## config.mk

```make
export PLATFORM = sky130hd
export DESIGN_NAME = lock_combo_top
export DESIGN_NICKNAME = d
export VERILOG_FILES = /design/src/rtl/lock_pkg.sv /design/src/rtl/lock_rst_sync.sv /design/src/rtl/lock_press_encoder.sv /design/src/rtl/lock_seq_fsm.sv /design/src/rtl/lock_seg_decode.sv /design/src/rtl/lock_combo_top.sv
export SDC_FILE = /design/constraint.sdc
export NUM_CORES = 1
export LEC_CHECK = 0
export ABC_AREA = 1
export BUFFER_PORTS_ARGS = -buffer_cell sky130_fd_sc_hd__buf_4
export CAP_MARGIN = 20
export CORE_AREA = 2 2 39 41
export DETAILED_ROUTE_END_ITERATION = 10
export DIE_AREA = 0 0 41 43
export GPL_TIMING_DRIVEN = 1
export HOLD_SLACK_MARGIN = 0.03
export PLACE_DENSITY = 0.62
export SYNTH_ARGS = -nofsm -noshare
export SYNTH_HDL_FRONTEND = slang
export SYNTH_SLANG_ARGS = --single-unit
export TNS_END_PERCENT = 50
```

## constraint.sdc

```tcl
create_clock -name clk -period 1.2 [get_ports clk]
set_input_delay 0 -clock clk [delete_from_list [all_inputs] [get_ports clk]]
set_output_delay 0 -clock clk [all_outputs]
set_load 0.005 [all_outputs]
```

## src/rtl/lock_pkg.sv

```systemverilog
package lock_pkg;

  localparam int BTN_W = 2;
  localparam logic [BTN_W-1:0] BTN_A = 2'd0;
  localparam logic [BTN_W-1:0] BTN_B = 2'd1;
  localparam logic [BTN_W-1:0] BTN_C = 2'd2;

  typedef enum logic [1:0] {
    MODE_ENTRY = 2'd0,
    MODE_OPEN  = 2'd1,
    MODE_ALARM = 2'd2
  } lock_mode_e;

  // segment bit 0 = a ... bit 6 = g, active-high
  localparam logic [6:0] GLYPH_LETTER_A = 7'h77;
  localparam logic [6:0] GLYPH_LETTER_U = 7'h3E;
  localparam logic [6:0] GLYPH_BLANK    = 7'h00;

  function automatic logic [6:0] digit_glyph(input int unsigned d);
    logic [6:0] g;
    case (d)
      0: g = 7'h3F;
      1: g = 7'h06;
      2: g = 7'h5B;
      3: g = 7'h4F;
      4: g = 7'h66;
      5: g = 7'h6D;
      6: g = 7'h7D;
      7: g = 7'h07;
      8: g = 7'h7F;
      9: g = 7'h6F;
      default: g = GLYPH_BLANK;
    endcase
    return g;
  endfunction

endpackage

```

## src/rtl/lock_rst_sync.sv

```systemverilog
module lock_rst_sync #(
  parameter int STAGES = 2
) (
  input  logic clk,
  input  logic rst_n,
  output logic rst_sync_n
);
  logic [STAGES-1:0] chain_q;

  always_ff @(posedge clk or negedge rst_n) begin
    if (!rst_n) chain_q <= '0;
    else        chain_q <= {chain_q[STAGES-2:0], 1'b1};
  end

  assign rst_sync_n = chain_q[STAGES-1];
endmodule

```

## src/rtl/lock_press_encoder.sv

```systemverilog
module lock_press_encoder
  import lock_pkg::*;
(
  input  logic             press_a,
  input  logic             press_b,
  input  logic             press_c,
  output logic             press_valid,
  output logic [BTN_W-1:0] press_code
);
  // exactly one strobe counts as a press; anything else is ignored
  always_comb begin
    press_valid = 1'b0;
    press_code  = BTN_A;
    case ({press_c, press_b, press_a})
      3'b001: begin press_valid = 1'b1; press_code = BTN_A; end
      3'b010: begin press_valid = 1'b1; press_code = BTN_B; end
      3'b100: begin press_valid = 1'b1; press_code = BTN_C; end
      default: begin press_valid = 1'b0; press_code = BTN_A; end
    endcase
  end
endmodule

```

## src/rtl/lock_seq_fsm.sv

```systemverilog
module lock_seq_fsm
  import lock_pkg::*;
#(
  parameter int                    SEQ_LEN = 4,
  parameter logic [SEQ_LEN*2-1:0]  COMBO   = {BTN_A, BTN_B, BTN_C, BTN_A},
  localparam int                   STEP_W  = (SEQ_LEN > 1) ? $clog2(SEQ_LEN) : 1
) (
  input  logic              clk,
  input  logic              rst_n,
  input  logic              press_valid,
  input  logic [BTN_W-1:0]  press_code,
  output lock_mode_e        mode,
  output logic [STEP_W-1:0] step
);
  localparam logic [STEP_W-1:0] LAST_STEP = STEP_W'(SEQ_LEN - 1);

  lock_mode_e        mode_q, mode_d;
  logic [STEP_W-1:0] step_q, step_d;
  logic [BTN_W-1:0]  want_code;
  logic              upd_en;

  always_comb want_code = COMBO[BTN_W*int'(step_q) +: BTN_W];

  assign upd_en = press_valid && (mode_q == MODE_ENTRY);

  always_comb begin
    mode_d = mode_q;
    step_d = step_q;
    if (press_code != want_code) begin
      mode_d = MODE_ALARM;
    end else if (step_q == LAST_STEP) begin
      mode_d = MODE_OPEN;
    end else begin
      step_d = step_q + STEP_W'(1);
    end
  end

  always_ff @(posedge clk or negedge rst_n) begin
    if (!rst_n) begin
      mode_q <= MODE_ENTRY;
      step_q <= '0;
    end else if (upd_en) begin
      mode_q <= mode_d;
      step_q <= step_d;
    end
  end

  assign mode = mode_q;
  assign step = step_q;

  assert_alarm_sticky_R6: assert property (@(posedge clk) disable iff (!rst_n)
    (mode_q == MODE_ALARM) |=> (mode_q == MODE_ALARM));

  assert_open_sticky_R7: assert property (@(posedge clk) disable iff (!rst_n)
    (mode_q == MODE_OPEN) |=> (mode_q == MODE_OPEN));

  assert_quiet_hold_R2: assert property (@(posedge clk) disable iff (!rst_n)
    !press_valid |=> ($stable(mode_q) && $stable(step_q)));

  assert_wrong_alarm_R5: assert property (@(posedge clk) disable iff (!rst_n)
    (mode_q == MODE_ENTRY && press_valid && press_code != want_code) |=> (mode_q == MODE_ALARM));

  assert_step_plus_one_R3: assert property (@(posedge clk) disable iff (!rst_n)
    (mode_q == MODE_ENTRY && press_valid && press_code == want_code && step_q != LAST_STEP)
      |=> (mode_q == MODE_ENTRY && step_q == $past(step_q) + STEP_W'(1)));
endmodule

```

## src/rtl/lock_seg_decode.sv

```systemverilog
module lock_seg_decode
  import lock_pkg::*;
#(
  parameter int STEP_W = 2
) (
  input  lock_mode_e        mode,
  input  logic [STEP_W-1:0] step,
  output logic [6:0]        seg
);
  always_comb begin
    case (mode)
      MODE_OPEN:  seg = GLYPH_LETTER_U;
      MODE_ALARM: seg = GLYPH_LETTER_A;
      default:    seg = digit_glyph(int'(step));
    endcase
  end
endmodule

```

## src/rtl/lock_combo_top.sv

```systemverilog
module lock_combo_top
  import lock_pkg::*;
#(
  parameter int                   SEQ_LEN = 4,
  parameter logic [SEQ_LEN*2-1:0] COMBO   = {BTN_A, BTN_B, BTN_C, BTN_A},
  parameter int                   SYNC_STAGES = 2
) (
  input  logic       clk,
  input  logic       rst_n,
  input  logic       btn_a,
  input  logic       btn_b,
  input  logic       btn_c,
  output logic       unlock,
  output logic       alarm,
  output logic [6:0] seg
);
  localparam int STEP_W = (SEQ_LEN > 1) ? $clog2(SEQ_LEN) : 1;

  logic              rst_sync_n;
  logic              press_valid;
  logic [BTN_W-1:0]  press_code;
  lock_mode_e        mode;
  logic [STEP_W-1:0] step;

  lock_rst_sync #(.STAGES(SYNC_STAGES)) u_rst (
    .clk(clk), .rst_n(rst_n), .rst_sync_n(rst_sync_n));

  lock_press_encoder u_enc (
    .press_a(btn_a), .press_b(btn_b), .press_c(btn_c),
    .press_valid(press_valid), .press_code(press_code));

  lock_seq_fsm #(.SEQ_LEN(SEQ_LEN), .COMBO(COMBO)) u_fsm (
    .clk(clk), .rst_n(rst_sync_n),
    .press_valid(press_valid), .press_code(press_code),
    .mode(mode), .step(step));

  lock_seg_decode #(.STEP_W(STEP_W)) u_seg (
    .mode(mode), .step(step), .seg(seg));

  assign unlock = (mode == MODE_OPEN);
  assign alarm  = (mode == MODE_ALARM);

  assert_buttons_exclusive_R2: assert property (@(posedge clk) disable iff (!rst_sync_n)
    $onehot0({btn_a, btn_b, btn_c}));

  assert_flags_exclusive_R10: assert property (@(posedge clk) disable iff (!rst_sync_n)
    !(unlock && alarm));

  assert_seg_lit_R9: assert property (@(posedge clk) disable iff (!rst_sync_n)
    seg != 7'h00);
endmodule

```

# == After elaboration in Yosys (flattened, before gate mapping) ==
# Index checks and enable logic that the tools add are counted.
# totals
output_inout_bits,9
reg_bits,6
wordCells,29
input_bits,5
# op_classes
n_eq_ne,9
shift,1
n_bitwise,2
n_mux,6
n_addsub,1
n_reduce_logical,7
# op_table
cell,count
one-hot mux 7 bit (4 select lines),1
one-hot mux 7 bit (2 select lines),1
variable part select 8 x 4 -> 2 bit (first input constant),1
equality test 2 bit (second input constant),3
equality test 2 x 1 -> 1 bit (second input constant),2
zero test 2 bit,2
two-way mux 2 bit,2
one-hot mux 2 bit (2 select lines),1
equality test 3 x 1 -> 1 bit (second input constant),1
equality test 3 x 2 -> 1 bit (second input constant),1
equality test 3 bit (second input constant),1
AND reduction 3 bit,1
OR reduction 3 bit,1
adder 2 x 1 -> 2 bit (second input constant),1
inequality test 2 bit,1
NOT 1 bit,2
AND reduction 2 bit,1
nonzero test 2 bit,1
logical AND 1 bit,1
two-way mux 1 bit,1

# == Logic depth before layout (Yosys ltp) ==
# depth
depth_word,5
depth_mapped,9
ltp_nobuf,9

# == Cells and area by module ==
# A second synthesis with hierarchy kept.
# hier_totals
hier_cells,76
hier_area_um2,495.5
# by_module_without_submodules
module,seq_area_each_um2,instances,area_per_inst_um2,cells_per_inst
lock_seq_fsm,100.1,1,292.8,41
lock_seg_decode,0.0,1,95.1,19
lock_rst_sync,50.0,1,53.8,3
lock_press_encoder,0.0,1,38.8,9
lock_combo_top,0.0,1,15.0,4

# == Least setup slack after synthesis ==
# No wires, ideal clock.
# synth_path
kind,reg-to-reg
start,"reg u_fsm.step_q[0], in the netlist u_fsm.step[0]"
end,"reg u_fsm.step_q[0], in the netlist u_fsm.step[0]"
setup_time_ns,0.121
path_stages_with_launch,8
setup_slack_ns,-0.083
arrival_time_ns,1.162
period_less_slack_ns,1.283
n_path_buf,0
cell_sequence,dfrtp_1 -> inv_1 -> ha_1 -> nand4_1 -> nand2_2 -> nand3_2 -> o21bai_1 -> nand2_1
# synth_between
elab_chain_len,4
# synth_rtl
item,line,source
start: declaration,lock_seq_fsm.sv:18,"logic [STEP_W-1:0] step_q, step_d;"
start signal: assignment,lock_seq_fsm.sv:44,step_q <= step_d;
variable part select 8 x 4 -> 2 bit,lock_seq_fsm.sv:22,always_comb want_code = COMBO[BTN_W*int'(step_q) +: BTN_W];
inequality test 2 bit,lock_seq_fsm.sv:29,if (press_code != want_code) begin
NOT 1 bit (no line),--,
AND reduction 3 bit (no line),--,
# Several ways; a longest one is shown, not always the timed one.
# A chain may end at the register's enable or synchronous reset.

# == Worst setup path in the final report ==
# layout_path
start,"reg u_fsm.step_q[0], in the netlist u_fsm.step[0]"
end,"reg u_fsm.step_q[1], in the netlist u_fsm.step[1]"
# The elaborated chain is that of the path after synthesis.

==> results.json <==
{
  "fin_crit_ps": 1410,
  "path_buf_inv": 2,
  "synthCells": 68,
  "async_flop_share": 1.00,
  "start_kind": "register",
  "crit_type": "reg -> reg",
  "rrSetupSlack_ps": -210,
  "clock_path_buffers": 2,
  "drv_slew": 0,
  "total_leakage_power_nw": 0.428,
  "gp_congestion": 0.825,
  "route.detailed.drc": 0,
  "hold_path_class": "reg -> async",
  "firstDrtPassIters": 4,
  "rr_worst_depth": 8,
  "finalPower_mw": 1.44,
  "worstPathRequired_ps": 1320,
  "grt_pass1_vias": 481,
  "cts-root-buf": "clkbuf_4",
  "syn_area_per_cell_um2": 7.60,
  "synth_top_area_frac": 0.291,
  "num_rows": 14,
  "ys_warn_count": 0,
  "io_pins": 14,
  "synth_seq_cells": 6,
  "ir_worst_vdd_mv": 0.765,
  "cap_viol_max_count": 0,
  "finalWirelength_um": 1220,
  "antennaDiodeCount": 0,
  "cts_tree": "yes",
  "finalClockSkew_ps": 2.16,
  "nNetsFinal": 112,
  "hold_viol": 0,
  "violations": "negative setup slack",
  "antenna_found_initial": 0,
  "outcome": "finished with violations",
  "ant_nets": 0,
  "rr_startpoint": "u_fsm.step[0]",
  "max_freq_mhz": 707,
  "drive_gt1_frac": 0.552,
  "worstSkewPairLatency_ps": 240,
  "cp-end-kind": "register",
  "seq_area_um2": 151,
  "min_period_over_period": 1.18,
  "wire_per_inst_um": 10.9,
  "cts.sinks": 6,
  "setup_violations": 10,
  "place_ws_ps": -124,
  "core_area_um2": 1380,
  "final_common_cell": "buf_4",
  "syn2layout_area_growth_pct": 67.6,
  "ys.flop_type": "dfrtp_1",
  "arrival_ps": 1540,
  "rsz0062_at_grt": "true",
  "clk_pin_slew_ps": 40,
  "synth_cell_types": 17,
  "rr_endpoint": "u_fsm.step[1]",
  "power_density_nw_per_um2": 1660,
  "drtIter0Drc": 5,
  "port-buffer-count": 12,
  "die_w_um": 41,
  "dp_hpwl_um": 834,
  "tns_ps": -1390,
  "ys_seq_area_frac": 0.291,
  "setup_slack_ps": -214,
  "grt_max_degree": 6,
  "grt_pass1_wl_um": 1810,
  "final_cell_mix": "buf_4, nand2_1, inv_2, nand3_1, buf_6",
  "cts-htree-levels": 1,
  "cp_max_fo": 4,
  "fill_cells": 122,
  "grt_usage": 0.151,
  "start_util": 0.373,
  "worstSetupStartpoint": "u_fsm.step[0]",
  "die-area_um2": 1760,
  "dieHeight_um": 43,
  "max_stage_delay_ps": 420,
  "cts_buffers": 3,
  "yosys.area.top_type": "dfrtp_1",
  "ys_top_cells_by_area": "dfrtp_1, ha_1, nand2_1",
  "crit_slowest_cell": "dfrtp_1",
  "crit_path_cell_trace": "inv_2 -> buf_6 -> ha_4 -> nand4_1 -> nand2_4 -> nand3_4 -> o21bai_1 -> nand2_1",
  "vias": 509,
  "multi_input_area_um2": 410,
  "vias_per_cell": 4.54,
  "synth_edf_count": 0,
  "crit_family": "flip-flops",
  "synth_area_um2": 517,
  "overflow": 0
}
[per-layer routing]
| layer | share of wire | routed length, µm | GRT usage |
|---|---|---|---|
| met1 | 0.41 | 495 | 0.162 |
| met5 | 0 | 0 | 0 |
| met4 | 0 | 0 | 0.0200 |
| met2 | 0.56 | 680 | 0.275 |
| met3 | 0.037 | 45 | 0.0471 |
[worst max path at each step]
stage                         end  cells after the start  slack (ps)
global placement    u_fsm.step[0]                      8        -120
global route        u_fsm.step[1]                      8        -300
floorplan           u_fsm.step[0]                      7         -20
finish              u_fsm.step[1]                      8        -210
detailed placement  u_fsm.step[0]                      8        -120
CTS                 u_fsm.step[0]                      8        -180
[Yosys cell counts, types with 2 or more instances]
cell type,number
nand2_1,15
inv_1,12
ha_1,9
nand3_1,7
dfrtp_1,6
nand2_2,4
nor2_1,3
nand4_1,2
o21bai_1,2
[worst register-to-register path: cells and delay by family (launching register included)]
kind / cells / cell delay (ps)
fa+ha+maj: 1 / 120
buf+inv: 2 / 180
flops: 1 / 420
compound gates: 1 / 170
simple gates: 4 / 420
[timing repair]
| action | 4_1_cts | 5_1_grt |
|---|---|---|
| setup buffers | 5 | 0 |
| hold buffers | 1 | 0 |
| endpoints found under the hold margin | 2 | 0 |
| setup endpoints to repair | 10 | 10 |
| resized for setup | 21 | 7 |
| gates cloned | 0 | 0 |
| pin swaps | 6 | 9 |
[layout make-up]
| class | instances | share of cell area |
|---|---|---|
| multi-input combinational | 49 | 0.474 |
| timing repair buffer | 25 | 0.246 |
| sequential | 6 | 0.175 |
| inverter | 13 | 0.0564 |
| clock buffer | 3 | 0.0260 |
| tap | 16 | 0.0231 |
[through the flow]
stage | instance area [µm²] | hold WS, ps | utilization | cells
final | 866 | 62.0 | 0.626 | 112
after global routing | 866 | 81.8 | 0.626 | 112
after CTS | 828 | 59.8 | 0.599 | 112
after detailed placement | 688 | -216 | 0.497 | 103
after global placement | 688 | -218 | 0.497 | 103
after floorplan | 533 | -296 | - | 69
[state kept, by name, summed over array words and instances, names as in the netlist]
name and cells:
u_rst.chain_q 2, u_fsm.mode 2, u_fsm.step 2
[cell families after synthesis]
logic type,Yosys count,share of synthesized area
AOI/OAI and AO/OA,4,0.0508
adders and majority gates,9,0.218
buffers and inverters,14,0.109
and+or+nand+nor,34,0.324
other,1,0.00726
DFF,6,0.291
[where the power goes]
part,switching [mW],internal [mW]
Clock,0.0638,0.113
Sequential,0.0247,0.241
Combinational,0.432,0.562
Total,0.521,0.915
Note: power is estimated with default switching activity, not from simulation.
